==> config.mk <==
export PLATFORM = sky130hd
export DESIGN_NAME = pci_clk_run_ctrl
export DESIGN_NICKNAME = d
export VERILOG_FILES = /design/src/rtl/pcr_pkg.sv /design/src/rtl/pcr_sync.sv /design/src/rtl/pcr_fsm.sv /design/src/rtl/pcr_outdec.sv /design/src/rtl/pci_clk_run_ctrl.sv
export SDC_FILE = /design/constraint.sdc
export NUM_CORES = 1
export LEC_CHECK = 0
export BUFFER_PORTS_ARGS = -buffer_cell sky130_fd_sc_hd__buf_2
export CAP_MARGIN = 20
export CORE_MARGIN = 2
export CORE_UTILIZATION = 44
export CTS_CLUSTER_SIZE = 8
export DETAILED_ROUTE_END_ITERATION = 16
export PLACE_DENSITY = 0.69
export SYNTH_ARGS = -nofsm -noshare
export SYNTH_HDL_FRONTEND = slang
export SYNTH_HIERARCHICAL = 1
export SYNTH_SLANG_ARGS = --single-unit
==> constraint.sdc <==
create_clock -name clk -period 1.8 [get_ports clk]
set_clock_uncertainty 0.1 [all_clocks]
set_input_delay 0.18 -clock clk [delete_from_list [all_inputs] [get_ports clk]]
set_output_delay 0.18 -clock clk [all_outputs]
set_load 0.02 [all_outputs]
==> src/rtl/pcr_pkg.sv <==
package pcr_pkg;

    // Phases of the clock-run handshake
    typedef enum logic [1:0] {
        ST_DRIVE_LO = 2'd0,  // line held low, clock running, idle count active
        ST_DRIVE_HI = 2'd1,  // single cycle of active high drive
        ST_FLOAT    = 2'd2,  // line released, waiting for a peripheral claim
        ST_HALTED   = 2'd3   // clock stopped
    } pcr_state_e;

endpackage

==> src/rtl/pcr_sync.sv <==
module pcr_sync #(
    parameter int STAGES = 2,
    parameter bit RST_VAL = 1'b1
) (
    input  logic clk,
    input  logic rst_n,
    input  logic async_i,
    output logic sync_o
);

    logic [STAGES-1:0] chain_q;

    generate
        for (genvar i = 0; i < STAGES; i++) begin : g_stage
            if (i == 0) begin : g_first
                always_ff @(posedge clk or negedge rst_n) begin
                    if (!rst_n) chain_q[0] <= RST_VAL;
                    else        chain_q[0] <= async_i;
                end
            end else begin : g_next
                always_ff @(posedge clk or negedge rst_n) begin
                    if (!rst_n) chain_q[i] <= RST_VAL;
                    else        chain_q[i] <= chain_q[i-1];
                end
            end
        end
    endgenerate

    assign sync_o = chain_q[STAGES-1];

endmodule

==> src/rtl/pcr_fsm.sv <==
module pcr_fsm
    import pcr_pkg::*;
#(
    parameter int IDLE_CYC = 29,
    parameter int WIN_CYC  = 6,
    parameter int BLANK    = 1
) (
    input  logic       clk,
    input  logic       rst_n,
    input  logic       busy_i,
    input  logic       wake_req_i,
    input  logic       pin_low_i,
    output pcr_state_e state_o
);

    localparam int IW = (IDLE_CYC > 1) ? $clog2(IDLE_CYC) : 1;
    localparam int WW = (WIN_CYC > 1) ? $clog2(WIN_CYC) : 1;
    localparam logic [IW-1:0] IDLE_LAST = IW'(IDLE_CYC - 1);
    localparam logic [WW-1:0] WIN_LAST  = WW'(WIN_CYC - 2);
    localparam logic [WW-1:0] WIN_BLANK = WW'(BLANK);

    typedef struct packed {
        pcr_state_e    st;
        logic [IW-1:0] idle;
        logic [WW-1:0] win;
    } fsm_regs_t;

    fsm_regs_t r_d, r_q;

    always_comb begin
        r_d = r_q;
        unique case (r_q.st)
            ST_DRIVE_LO: begin
                r_d.win = '0;
                if (busy_i) begin
                    r_d.idle = '0;
                end else if (r_q.idle == IDLE_LAST) begin
                    r_d.idle = '0;
                    r_d.st   = ST_DRIVE_HI;
                end else begin
                    r_d.idle = r_q.idle + 1'b1;
                end
            end
            ST_DRIVE_HI: begin
                r_d.win = '0;
                r_d.st  = busy_i ? ST_DRIVE_LO : ST_FLOAT;
            end
            ST_FLOAT: begin
                if (busy_i || (r_q.win >= WIN_BLANK && pin_low_i)) begin
                    r_d.st  = ST_DRIVE_LO;
                    r_d.win = '0;
                end else if (r_q.win == WIN_LAST) begin
                    r_d.st  = ST_HALTED;
                    r_d.win = '0;
                end else begin
                    r_d.win = r_q.win + 1'b1;
                end
            end
            ST_HALTED: begin
                if (wake_req_i || pin_low_i) r_d.st = ST_DRIVE_LO;
            end
            default: r_d.st = ST_DRIVE_LO;
        endcase
    end

    always_ff @(posedge clk or negedge rst_n) begin
        if (!rst_n) begin
            r_q.st   <= ST_DRIVE_LO;
            r_q.idle <= '0;
            r_q.win  <= '0;
        end else begin
            r_q <= r_d;
        end
    end

    assign state_o = r_q.st;

endmodule

==> src/rtl/pcr_outdec.sv <==
module pcr_outdec
    import pcr_pkg::*;
(
    input  pcr_state_e state_i,
    input  logic       int_dist_i,
    output logic       oe_o,
    output logic       val_o,
    output logic       stop_o,
    output logic       gate_en_o
);

    always_comb begin
        oe_o      = 1'b0;
        val_o     = 1'b0;
        stop_o    = 1'b0;
        gate_en_o = 1'b1;
        unique case (state_i)
            ST_DRIVE_LO: oe_o = 1'b1;
            ST_DRIVE_HI: begin
                oe_o  = 1'b1;
                val_o = 1'b1;
            end
            ST_FLOAT: ;
            ST_HALTED: begin
                stop_o    = !int_dist_i;
                gate_en_o = !int_dist_i;
            end
            default: oe_o = 1'b1;
        endcase
    end

endmodule

==> src/rtl/pci_clk_run_ctrl.sv <==
module pci_clk_run_ctrl
    import pcr_pkg::*;
#(
    parameter int IDLE_CYC    = 29,
    parameter int WIN_CYC     = 6,
    parameter int SYNC_STAGES = 2
) (
    input  logic clk,
    input  logic rst_n,
    input  logic bus_cyc_i,
    input  logic int_req_i,
    input  logic irq_act_i,
    input  logic int_dist_i,
    input  logic run_pin_i,
    output logic run_pin_oe_o,
    output logic run_pin_val_o,
    output logic clk_stop_o,
    output logic clk_gate_en_o
);

    // The synchronizer output lags the pin; the first window cycles still
    // show the level from before the high drive and must be ignored.
    localparam int BLANK = SYNC_STAGES - 1;

    logic       pin_sync;
    logic       busy;
    pcr_state_e state;

    assign busy = bus_cyc_i | int_req_i | irq_act_i;

    pcr_sync #(
        .STAGES  (SYNC_STAGES),
        .RST_VAL (1'b1)
    ) u_sync (
        .clk     (clk),
        .rst_n   (rst_n),
        .async_i (run_pin_i),
        .sync_o  (pin_sync)
    );

    pcr_fsm #(
        .IDLE_CYC (IDLE_CYC),
        .WIN_CYC  (WIN_CYC),
        .BLANK    (BLANK)
    ) u_fsm (
        .clk        (clk),
        .rst_n      (rst_n),
        .busy_i     (busy),
        .wake_req_i (int_req_i),
        .pin_low_i  (!pin_sync),
        .state_o    (state)
    );

    pcr_outdec u_dec (
        .state_i    (state),
        .int_dist_i (int_dist_i),
        .oe_o       (run_pin_oe_o),
        .val_o      (run_pin_val_o),
        .stop_o     (clk_stop_o),
        .gate_en_o  (clk_gate_en_o)
    );

endmodule

==> qor.log, run 1 <==
[detailed_routing] router iterations before antenna repair 5
[timing] worst hold margin 0.183 ns
[placed_design] pre-CTS setup slack 0.214 ns
[die] height of the chip 45.4 um
[yosys] number of distinct library cells after synthesis 30
[run_status] run status finished clean
[grt] largest net degree at the start of global routing 15
[clock_network] clock tree buffer depth 2
[critical_path] slowest stage cell, crit path dfrtp_1
[placed_design] placed wire-length estimate after detailed placement 1050 um
[yosys] share of synthesized flip-flops with an asynchronous set or reset 100%
[detailed_routing] post-DR wirelength/cell 13.3 um
[finish] layout cells sized above 1 22.5%
[power] reported net switching power 109 uW
[yosys] portion of the post-synthesis area used by sequential elements 40.1%
[clock_network] CTS Buf Count 3
[yosys] cell type with the largest total area after synthesis dfrtp_1
[critical_path] Reg2Reg Capture Point u_fsm/r_q[2]
[critical_path] cell breakdown of the critical path inv_1, ha_1, o41ai_4, nand4b_1, a21boi_1
[timing] maximum frequency from static timing analysis 0.652 GHz
[yosys] number of synthesized register bits 12
[timing] setup tns final 0 ns
[timing] number of failing setup endpoints in the final timing report 0
[critical_path] Worst Setup End Kind flop
[timing] worst-case headroom to the max-slew limit 71.9%
[yosys] number of flops mapped to enable cells by yosys 0
[critical_path] dominant delay contributor by cell family on the critical path flip-flops
[critical_path] Required @ worst endpoint 1.89 ns
[clock_network] Sink Count 12
[detailed_routing] number of vias per cell after detailed routing 5.87
[grt] total overflow reported by the global router 0
[timing] transition time of the tightest slew-check pin 0.415 ns
[die] x dimension of the die 45.4 um
[yosys] Synthesized Nets 90
[grt] overall global routing resource usage 17.0%
[grt] vias in the first global route 586
[grt] number of antenna violations at the first check in global routing 0
[clock_network] CTS tree done
[clock_network] clock-pin transition on the worst setup and hold timing paths 0.07 ns
[finish] fill cell total of the finished layout 140
[clock_network] clock latency reported for the late side of the worst-skew pair 0.27 ns
[critical_path] register-to-register path setup slack 0.27 ns
[power] Power Density 613 nW/um2
[yosys] average instance area after synthesis 9.67 um2
[die] count of pins on the block boundary 11
[finish] Final Util 54.4%
[power] cell internal power dissipation 411 uW
[die] Cell Rows 14
[clock_network] CTS Root Buffer Type clkbuf_4
[critical_path] total buffers and inverters traversed by the critical path 1
[timing] post-layout worst setup margin 0.267 ns
[hold_path] kind of path behind the tightest hold check in -> reg
[yosys] commonest cells in the synthesized netlist dfrtp_1 (10), inv_1 (7), nand2_1 (6)
[detailed_routing] post-detailed-route DRC marker count 0
[yosys] netlist area before placement 754 um2
[grt] first-pass GRT wire length 2550 um
[placed_design] number of port buffers 10
[power] VDD IR-drop max 0.000434 V
[critical_path] crit path kind reg -> reg
[hold_path] startpoint of the most critical hold path int_req_i
[power] combinational cell fraction of total power 6.0%
[detailed_routing] ANT nets after route 0
[hold_path] Hold Path Stages 4
[run] number of max-cap violations 0
[timing] setup repair after global routing missed its margin no
[power] portion of total power attributed to the clock network 40.9%
[timing] Pins Over Slew Limit 0
[power] static leakage 0.375 nW
[critical_path] Worst Reg-to-Reg Cells 5
[timing] Min Clock Period, post-route 1.53 ns
[finish] number of nets in the layout 102
[yosys] number of instances in the synthesized netlist 78
[yosys] Yosys warning total 6
[die] Starting Density 48.4%
[yosys] Top FF cell, synth dfrtp_1
[finish] count of antenna diodes in the layout 0
[power] switching share of power 21.0%
[die] Die ar. 2060 um2
[critical_path] Critical Path Max Stage Delay 0.46 ns
[yosys] leading post-synthesis cells by cell area dfrtp_1 (33%), ha_1 (8.3%), dfstp_2 (7.0%)
[timing] final worst-path cycle share 85.2%
[detailed_routing] vias after detailed routing 616
[detailed_routing] wirelength, routed 1390 um
[clock_network] CTS H-tree lvls 1
[power] sequential group share of total power 53.2%
[critical_path] crit path max fanout 5
[placed_design] last weighted congestion value of the routability-driven placer 0.866
[detailed_routing] count of routing violations after the opening detailed-route iteration 19
[yosys] fraction of synthesized cell area taken by the top area cell type 33.2%
[timing] number of failing hold endpoints at the final stage 0
[yosys] most numerous cell in the Yosys netlist dfrtp_1
[finish] area added between synthesis and finish 12.4%
[critical_path] startpoint type of the worst setup path flop
[critical_path] endpoint arrival time on the critical path 1.62 ns
[die] Core Area 1560 um2
[hold_path] endpoint of the worst hold path u_fsm/state_o[0]
[critical_path] source of the worst register-to-register timing path u_fsm/r_q[1]
worst max-delay path by stage:
| stage | startpoint | end | depth (start not counted) |
|---|---|---|---|
| 3_5_place_dp | int_req_i | u_fsm/r_q[3] | 5 |
| 2_1_floorplan | int_req_i | u_fsm/state_o[0] | 3 |
| 6_report | u_fsm/r_q[1] | u_fsm/r_q[2] | 5 |
| 5_1_grt | u_fsm/r_q[0] | u_fsm/r_q[2] | 5 |
| 4_1_cts | u_fsm/r_q[1] | u_fsm/r_q[1] | 5 |
| 3_3_place_gp | int_req_i | u_fsm/state_o[0] | 4 |
area by class of cell:
type	count	area, um2	share of cell area [%]
multi-input cells	54	393	46.3
flip-flops and latches	12	303	35.7
repair buffers	12	70.1	8.26
clock buffers	4	36.3	4.28
inverters	7	26.3	3.10
well taps	16	20.0	2.36
kinds of logic after synthesis:
family	synth area share, %
AOI/OAI and AO/OA	18.1
adders and majority gates	8.29
buffers and inverters	7.79
DFF	40.1
muxes	2.98
and+or+nand+nor	22.7
state kept, by name (all words and copies together) (netlist names):
register / cells
u_fsm/r_q: 8
u_fsm/state_o: 2
u_sync/chain_q: 1
u_sync/sync_o: 1
stage by stage:
step / instances / cell area, um2 / total power, mW
after detailed placement: 99 / 792 / 0.310
after global placement: 99 / 792 / 0.309
after CTS: 105 / 848 / 0.527
after global routing: 105 / 848 / 0.548
final: 105 / 848 / 0.520
after floorplan: 78 / 754 / 0.294
metal layers:
layer	share of wire, %	up-vias	wire length, um	track usage, %
met5	0	-	0	0
met4	0	0	0	7.06
met3	4.5	0	62	3.57
met2	49	20	677	27.0
met1	47	294	652	22.4
li1	-	302	-	-
power groups by stage:
stage	Clock (mW)	Combinational, mW	Sequential [mW]
after floorplan	0	0.0130	0.281
after global placement	0	0.0276	0.282
after detailed placement	0	0.0280	0.282
after CTS	0.219	0.0314	0.277
after global routing	0.236	0.0352	0.277
final	0.212	0.0311	0.276
worst register-to-register path, stage by stage (launching register included):
cell and delay [ns]:
dfrtp_1 0.46, inv_1 0.09, ha_1 0.23, o41ai_4 0.26, nand4b_1 0.14, a21boi_1 0.18
timing repair:
action                                  in CTS  in global routing
hold buffers                                 2                  0
hold endpoints to repair                    13                  0
buffers inserted                             0                  0
resized for setup                            0                  0
endpoints found under the setup margin       0                  0
cell usage in the layout, fill, tap and decap left out, drive strengths merged, types with 4 or more instances in the layout:
cell type  Yosys  final
inv            7      7
dfrtp         10     10
nand2          6      6
o21ai          5      5
buf            5     10
ha             5      5
nor2           4      4
clkbuf         0      4
nand3          5      5
Power figures use the tool's default switching activity.
==> inputs of run 2 (changes only) <==
Clock period 1.8 ns to 1.63 ns, I/O delays scaled along.
==> qor.log, run 2 (synthesized netlist as in run 1, its figures left out) <==
[detailed_routing] post-detailed-route DRC marker count 0
[grt] global routing usage on met3 3.57%
[finish] Sequential cell area 303 um2
[clock_network] clock latency reported for the late side of the worst-skew pair 0.27 ns
[finish] multi-input logic area 393 um2
[finish] fill cell total of the finished layout 138
[detailed_routing] wirelength, routed 1430 um
[finish] max reg flops 8
[grt] number of antenna violations at the first check in global routing 0
[timing] worst-case headroom to the max-slew limit 75.0%
[placed_design] placed wire-length estimate after detailed placement 1070 um
[timing] number of failing hold endpoints at the final stage 0
[finish] largest register by flop count u_fsm/r_q
[clock_network] setup repair bufs after CTS 0
[grt] first-pass GRT wire length 2430 um
[die] x dimension of the die 45.4 um
[finish] final standard cell area without fillers 878 um2
[finish] area added between synthesis and finish 16.4%
[finish] top library cells by usage in the layout, fill and taps aside buf_2 (10), dfrtp_1 (10), inv_1 (7), nand2_1 (6)
[critical_path] Required @ worst endpoint 1.72 ns
[critical_path] endpoint arrival time on the critical path 1.60 ns
[detailed_routing] number of vias per cell after detailed routing 5.72
[die] Starting Density 48.4%
[hold_path] startpoint of the most critical hold path int_req_i
[critical_path] slowest stage cell, crit path dfrtp_1
[grt] met1 capacity usage during global routing 21.2%
[critical_path] dominant delay contributor by cell family on the critical path flip-flops
[critical_path] total buffers and inverters traversed by the critical path 1
[detailed_routing] router iterations before antenna repair 4
[grt] vias in the first global route 581
[timing] post-layout worst setup margin 0.120 ns
[run] number of max-cap violations 0
[placed_design] last weighted congestion value of the routability-driven placer 0.894
[die] Core Area 1560 um2
[hold_path] kind of path behind the tightest hold check in -> reg
[power] Power Density 658 nW/um2
[critical_path] Critical Path Max Stage Delay 0.47 ns
[clock_network] clock-pin transition on the worst setup and hold timing paths 0.07 ns
[placed_design] pre-CTS setup slack 0.108 ns
[grt] met2 capacity usage during global routing 26.2%
[critical_path] Critical path origin u_fsm/r_q[0]
[die] count of pins on the block boundary 11
[critical_path] crit path kind reg -> reg
[run_status] run status finished clean
[timing] transition time of the tightest slew-check pin 0.375 ns
[finish] count of antenna diodes in the layout 0
[power] total power draw 578 uW
[power] static leakage 0.396 nW
[grt] Most Used Layer, Global Route met2
[clock_network] CTS Root Buffer Type clkbuf_4
[critical_path] source of the worst register-to-register timing path u_fsm/r_q[0]
[critical_path] cell breakdown of the critical path inv_1, ha_1, nor4_1, o21ai_0, a21boi_1
[clock_network] CTS Buf Count 3
[clock_network] CTS H-tree lvls 1
[critical_path] crit path max fanout 6
[finish] layout cells sized above 1 25.8%
[die] height of the chip 45.4 um
[finish] number of nets in the layout 106
[detailed_routing] post-DR wirelength/cell 13.1 um
[clock_network] CTS tree done
[timing] number of failing setup endpoints in the final timing report 0
[detailed_routing] vias after detailed routing 624
[clock_network] Sink Count 12
[critical_path] Worst Setup End Kind flop
[clock_network] number of cells upsized or downsized after cts 0
[placed_design] number of port buffers 10
[power] VDD IR-drop max 0.000343 V
[critical_path] startpoint type of the worst setup path flop
[detailed_routing] ANT nets after route 0
[clock_network] clock tree buffer depth 2
[grt] overall global routing resource usage 16.5%
[timing] setup repair after global routing missed its margin no
[die] Die ar. 2060 um2
[detailed_routing] count of routing violations after the opening detailed-route iteration 15
[timing] maximum frequency from static timing analysis 0.662 GHz
[grt] total overflow reported by the global router 0
[grt] largest net degree at the start of global routing 15
[timing] Min Clock Period, post-route 1.51 ns
[placed_design] cell area after placement 822 um2
[die] Cell Rows 14
[timing] Pins Over Slew Limit 0
[timing] final worst-path cycle share 92.7%
[timing] setup tns final 0 ns
run 2: cell count changes in the layout (fill, tap and decap cells not counted), sizes merged:
| cell | previous run | this run |
|---|---|---|
| buf | 10 | 14 |
run 2: worst min-delay path, stage by stage:
cell and delay, ns:
buf_2 0.11, inv_1 0.05, a32oi_1 0.05, o21ai_0 0.15
run 2: layer usage:
layer  share of wire (%)  routed length [um]  vias up
li1                    -                   -      307
met1                  47                 678      298
met2                  46                 661       17
met3                 5.4                  77        2
met4                0.91                  13        0
met5                   0                   0        -
run 2: report_power, final:
group	switching (mW)	internal, mW
sequential	0.00210	0.303
clock	0.100	0.136
combinational	0.0196	0.0174
run 2: layout make-up:
class	count	area share, %
inverter	7	2.99
multi-input combinational	54	44.7
tap	16	2.28
sequential	12	34.5
timing repair buffer	16	11.4
clock buffer	4	4.13
run 2: what timing repair did:
item,CTS,global route
hold buffers,2,0
setup endpoints to repair,0,0
endpoints found under the hold margin,13,0
run 2: path summary, 6_finish.rpt:
| path | to | slack (ns) | depth (start not counted) |
|---|---|---|---|
| max in group asynchronous | u_sync/chain_q[0] | 0.96 | 2 |
| worst max-delay path | u_fsm/r_q[2] | 0.12 | 5 |
| worst min register to register | u_sync/sync_o | 0.26 | 0 |
| min in group asynchronous | u_fsm/state_o[1] | 0.20 | 2 |
| worst min-delay path | u_fsm/state_o[0] | 0.19 | 4 |
| worst max register to register | u_fsm/r_q[2] | 0.12 | 5 |
run 2: through the flow:
stage,utilization (%),std cells,hold slack [ns]
6_report,56.3,109,0.188
5_1_grt,56.3,109,0.200
4_1_cts,56.3,109,0.186
3_5_place_dp,52.7,103,-0.0391
3_3_place_gp,52.7,103,-0.0439
2_1_floorplan,-,78,-0.233
